## config.mk

```make
export PLATFORM = sky130hd
export DESIGN_NAME = frame_pulse_gen
export DESIGN_NICKNAME = d
export VERILOG_FILES = /design/src/rtl/frame_pulse_gen.sv
export SDC_FILE = /design/constraint.sdc
export NUM_CORES = 1
export LEC_CHECK = 0
export BUFFER_PORTS_ARGS = -buffer_cell sky130_fd_sc_hd__buf_2
export CAP_MARGIN = 20
export CELL_PAD_IN_SITES_DETAIL_PLACEMENT = 1
export CELL_PAD_IN_SITES_GLOBAL_PLACEMENT = 2
export CORE_MARGIN = 3
export CORE_UTILIZATION = 37
export DETAILED_ROUTE_END_ITERATION = 10
export PLACE_DENSITY_LB_ADDON = 0.1
export REMOVE_ABC_BUFFERS = 1
export SYNTH_ARGS = -nofsm -noshare
export SYNTH_HDL_FRONTEND = slang
export SYNTH_SLANG_ARGS = --single-unit
```

## constraint.sdc

```tcl
create_clock -name clk -period 3.1 [get_ports clk]
set_input_delay 0.62 -clock clk [delete_from_list [all_inputs] [get_ports clk]]
set_output_delay 0.62 -clock clk [all_outputs]
set_load 0.01 [all_outputs]
```

## src/rtl/frame_pulse_gen.sv

```systemverilog
module frame_pulse_gen #(
  parameter int RATIO = 19440,
  parameter int MW    = 6
) (
  input  logic          clk,
  input  logic          rst,
  input  logic [MW-1:0] mode_i,
  output logic          frame_o
);
  localparam int CW = $clog2(RATIO);
  localparam logic [CW-1:0] LAST = CW'(RATIO - 1);
  localparam logic [CW-1:0] HALF = CW'(RATIO / 2);
  localparam logic [MW-1:0] M_OFF  = '0;
  localparam logic [MW-1:0] M_HALF = '1;

  logic [CW-1:0] cnt, cnt_nx;
  logic [MW-1:0] mode_q, mode_nx;
  logic          wrap, out_nx;

  assign wrap    = (cnt == LAST);
  assign cnt_nx  = wrap ? '0 : cnt + 1'b1;
  assign mode_nx = wrap ? mode_i : mode_q;

  always_comb begin
    if (mode_nx == M_OFF)       out_nx = 1'b0;
    else if (mode_nx == M_HALF) out_nx = (cnt_nx < HALF);
    else                        out_nx = (cnt_nx < CW'(mode_nx));
  end

  always_ff @(posedge clk) begin
    if (rst) begin
      cnt     <= '0;
      mode_q  <= M_HALF;
      frame_o <= 1'b0;
    end else begin
      cnt     <= cnt_nx;
      mode_q  <= mode_nx;
      frame_o <= out_nx;
    end
  end

  p_reset_low_r1: assert property (@(posedge clk) rst |=> !frame_o);
  p_reset_mode_r1: assert property (@(posedge clk) rst |=> (mode_q == M_HALF && cnt == '0));
  p_wrap_r2: assert property (@(posedge clk) disable iff (rst) wrap |=> cnt == '0);
  p_in_range_r2: assert property (@(posedge clk) disable iff (rst) cnt <= LAST);
  p_frame_start_r2: assert property (@(posedge clk) disable iff (rst)
    (wrap && mode_i != M_OFF) |=> frame_o);
  p_off_low_r3: assert property (@(posedge clk) disable iff (rst)
    (wrap && mode_i == M_OFF) |=> !frame_o);
  p_width_end_r4: assert property (@(posedge clk) disable iff (rst)
    (mode_q != M_OFF && mode_q != M_HALF && !wrap && CW'(mode_q) == cnt + 1'b1) |=> !frame_o);
  p_half_end_r5: assert property (@(posedge clk) disable iff (rst)
    (mode_q == M_HALF && !wrap && cnt + 1'b1 == HALF) |=> !frame_o);
  p_hold_mode_r6: assert property (@(posedge clk) disable iff (rst)
    !wrap |=> $stable(mode_q));
endmodule

```

# == Word level (Yosys, flattened, before mapping) ==
# Index checks and enable logic that the tools add are counted.
# totals
register_bits,22
wordCells,13
# classes
n_addsub,1
magnitude_cmp,2
eq_ne,2
muxes,3
n_reduce_logical,2
# op_table
op,n
adder 15 x 1 -> 15 bit (second input constant),1
== test 15 bit (second input constant),1
less-than comparator 15 x 14 -> 1 bit (second input constant),1
less-than comparator 15 x 6 -> 1 bit,1
2-to-1 mux 15 bit,1
== test 6 bit (second input constant),1
logical NOT 6 bit,1
2-to-1 mux 6 bit,1
OR reduction 2 bit,1
2-to-1 mux 1 bit,1

# == Depth between registers and ports, before layout ==
# depth
ltp_word,4
mapped_depth,11

# == Worst setup path before layout ==
# Ideal clock, no wire load.
# synth_timing
path_kind,register -> register
start,reg cnt[0]
end,reg frame_o
setup_time_ps,124
arrival_ps,2229
required_time_ps,2976
setup_slack_ps,746
stages_incl_launch_ff,12
path_buffers,1
synth_period_minus_slack_ps,2354
path_cell_list,dfxtp_1 -> ha_1 -> and3_1 -> and4_4 -> buf_6 -> mux2i_1 -> ha_1 -> inv_1 -> maj3_1 -> o21ai_0 -> o21ai_1 -> nor4b_2
# synth_via
elab_chain_cells,4
elab_cells_between_ends,10
classes_between,1 x add/sub; 2 x order compare; 2 x eq/ne; 3 x mux; 2 x reduce/logical
# synth_lines
item,line,text
"start, declared",16,"logic [CW-1:0] cnt, cnt_nx;"
"start signal, assigned",36,cnt <= cnt_nx;
adder 15 x 1 -> 15 bit / == test 15 bit (equally long branches),"21, 20",
2-to-1 mux 15 bit / 2-to-1 mux 6 bit (equally long branches),"21, 22",
"less-than comparator 15 x 6 -> 1 bit, or another cell as far along",27,else out_nx = (cnt_nx < CW'(mode_nx));
2-to-1 mux 1 bit / OR reduction 2 bit (equally long branches),-,
"end signal, assigned",38,frame_o <= out_nx;
"end, declared",8,output logic frame_o
# Several ways; a longest one is shown, not always the timed one.
# A chain may end at the register's enable or synchronous reset.

# == Worst setup path in the final report ==
# Ends and elaborated chain as after synthesis.

==> qor.csv <==
metric;value;unit
status;finished clean;
final worst path period share;86.5;%
number of distinct library cells after synthesis;50;
worst skew pair latency;0.27;ns
sw frac;23.7;%
DR vias/cell;5.55;
I/O Buffers;8;
global-route wire length before repair;6010;um
layout cells sized above 1;18.2;%
slowest CP cell;dfxtp_1;
WL per Instance;16.9;um
Top FF cell, synth;dfxtp_1;
Int Power;0.387;mW
CP startpoint kind;flip-flop;
asr flop ratio synth;0;%
Mean Syn Cell Area;8.78;um2
total CTS buffers;3;
core area;3520;um2
WP data arrival;2.86;ns
die height;68.0;um
root buffer cell;clkbuf_8;
Logic pwr share;5.8;%
commonest non-fill, non-tap cell in the layout;nor2_1;
number of I/O pins;9;
Post-synth EDFFs;0;
Worst R2R Setup Slack;0.42;ns
element type at the critical path end;flip-flop;
CTS tree;yes;
unrepaired setup endpoints after global routing;no;
Reg clk slew, reported paths;0.08;ns
worst path required time;3.28;ns
hold_ws;0.526;ns
antenna diode count;0;
largest net degree at the start of global routing;14;
Period minus WS final;2.68;ns
Net count, final;180;
Worst path max stage delay;0.46;ns
Fin. Hold Viols;0;
Post-Layout Cell Count;211;
Post-Synthesis Cells;162;
GRT Overall Usage;17.5;%
clk_skew;0.00458;ns
Power, Total;0.507;mW
Most Frequent Cell on Critical Path;ha_1;
die area;4620;um2
Longest Clk Path Bufs;2;
hold path depth;1;
sequential power share;57.6;%
sequential area share after synthesis;31.0;%
final setup fails;0;
postcts setup bufs;0;
R2R cell count;10;
H-tree levels;1;
relative slew slack;70.8;%
placed cells;208;
max_cap viols;0;
Final HPWL DP;2800;um
Switch Pwr;0.120;mW
vias after detailed routing;1172;
Sum Neg Setup Slack;0;ns
P&R area growth vs syn;6.33;%
total leakage power;0.547;nW
initial antenna violation count;0;
# clock sinks;22;
initial core utilization;40.4;%
vias in the first global route;1187;
highest clock rate;0.373;GHz
Post-Synthesis Cell Area;1420;um2
worst-path cell chain;ha_1 -> and3_1 -> and4_4 -> mux2i_1 -> ha_1 -> o21a_1 -> o211ai_1 -> a211oi_1 -> o21ai_1 -> nor4b_2;
most frequent cells in the layout;nor2_1, dfxtp_1, nand2_1, xnor2_1, buf_2;
Post-CTS Hold Fix Bufs;0;
crit path kind;reg2reg;
drt initial violations;47;
Worst VDD drop;134;uV
FP Rows;21;
yosys warns;0;
Die W;68.0;um
drt pass-1 iters;4;
Clk network pwr share;36.6;%
Seq cells post-synth;22;
P per Cell Area;335;nW/um2
Worst Tran Pin Value;0.434;ns
final WL;3560;um
DRC violations left;0;
worst hold path class;reg2reg;
post-CTS sizing;0;
Final Max Slew Viols;0;
antenna viol nets, final;0;
grt total ovfl;0;
RD Place Congestion;0.819;
Worst Path Max Fanout;11;
synth_stat cells (4+ instances only):
cell type | number | area [um2]
nor2_1 | 23 | 86.3
dfxtp_1 | 22 | 440
nand2_1 | 11 | 41.3
xnor2_1 | 8 | 70.1
xor2_1 | 7 | 61.3
nand2b_1 | 6 | 37.5
ha_1 | 5 | 62.6
nor3_1 | 5 | 25.0
a21oi_1 | 4 | 20.0
mux2i_1 | 4 | 40.0
power groups by stage:
stage / combinational (mW) / clock, mW / sequential, mW
final: 0.0294 / 0.186 / 0.292
after global routing: 0.0332 / 0.201 / 0.293
after CTS: 0.0301 / 0.191 / 0.292
after detailed placement: 0.0295 / 0 / 0.299
after global placement: 0.0305 / 0 / 0.298
after floorplan: 0.0157 / 0 / 0.298
metal layers:
metal	wire length [um]	GRT usage, %
met1	1810	24.5
met2	1620	27.3
met3	97	2.46
met4	40	5.96
met5	0	0
worst max-delay path: cells and delay by family, from the launching register on:
family / cells / cell delay (ns)
AND/OR/NAND/NOR: 3 / 0.73
AO/OA/AOI/OAI: 4 / 0.58
adder cells (fa/ha/maj): 2 / 0.52
flip-flops: 1 / 0.46
multiplexers: 1 / 0.30
area by class of cell:
type | instances | area, um2
sequential | 22 | 440
fill | 439 | 2010
multi-input combinational | 129 | 922
inverter | 3 | 11.3
timing repair buffer | 8 | 40.0
tap | 46 | 57.6
clock buffer | 3 | 41.3
through the flow:
stage | setup slack (ns) | utilization [%] | cell area [um2]
finish | 0.419 | 43.0 | 1510
global placement | 0.611 | 41.8 | 1470
global route | 0.181 | 43.0 | 1510
detailed placement | 0.394 | 41.8 | 1470
floorplan | 0.779 | - | 1370
CTS | 0.385 | 43.0 | 1510
path summary, 6_finish.rpt:
path | endpoint | start
min | cnt[0] | cnt[0]
min reg2reg | cnt[0] | cnt[0]
max reg2reg | frame_o | cnt[0]
max | frame_o | cnt[0]
registers in the layout (all words and copies together) (netlist names):
register and flops:
mode_q 6, cnt 15, frame_o 1
cells by family after synthesis:
logic type / synth area share (%)
adder cells (fa/ha/maj): 5.10
multiplexers: 2.81
flip-flops: 31.0
XOR/XNOR: 9.24
AND/OR/NAND/NOR: 36.8
buffers and inverters: 4.22
AO/OA/AOI/OAI: 10.9
(Power assumes the default switching activity.)
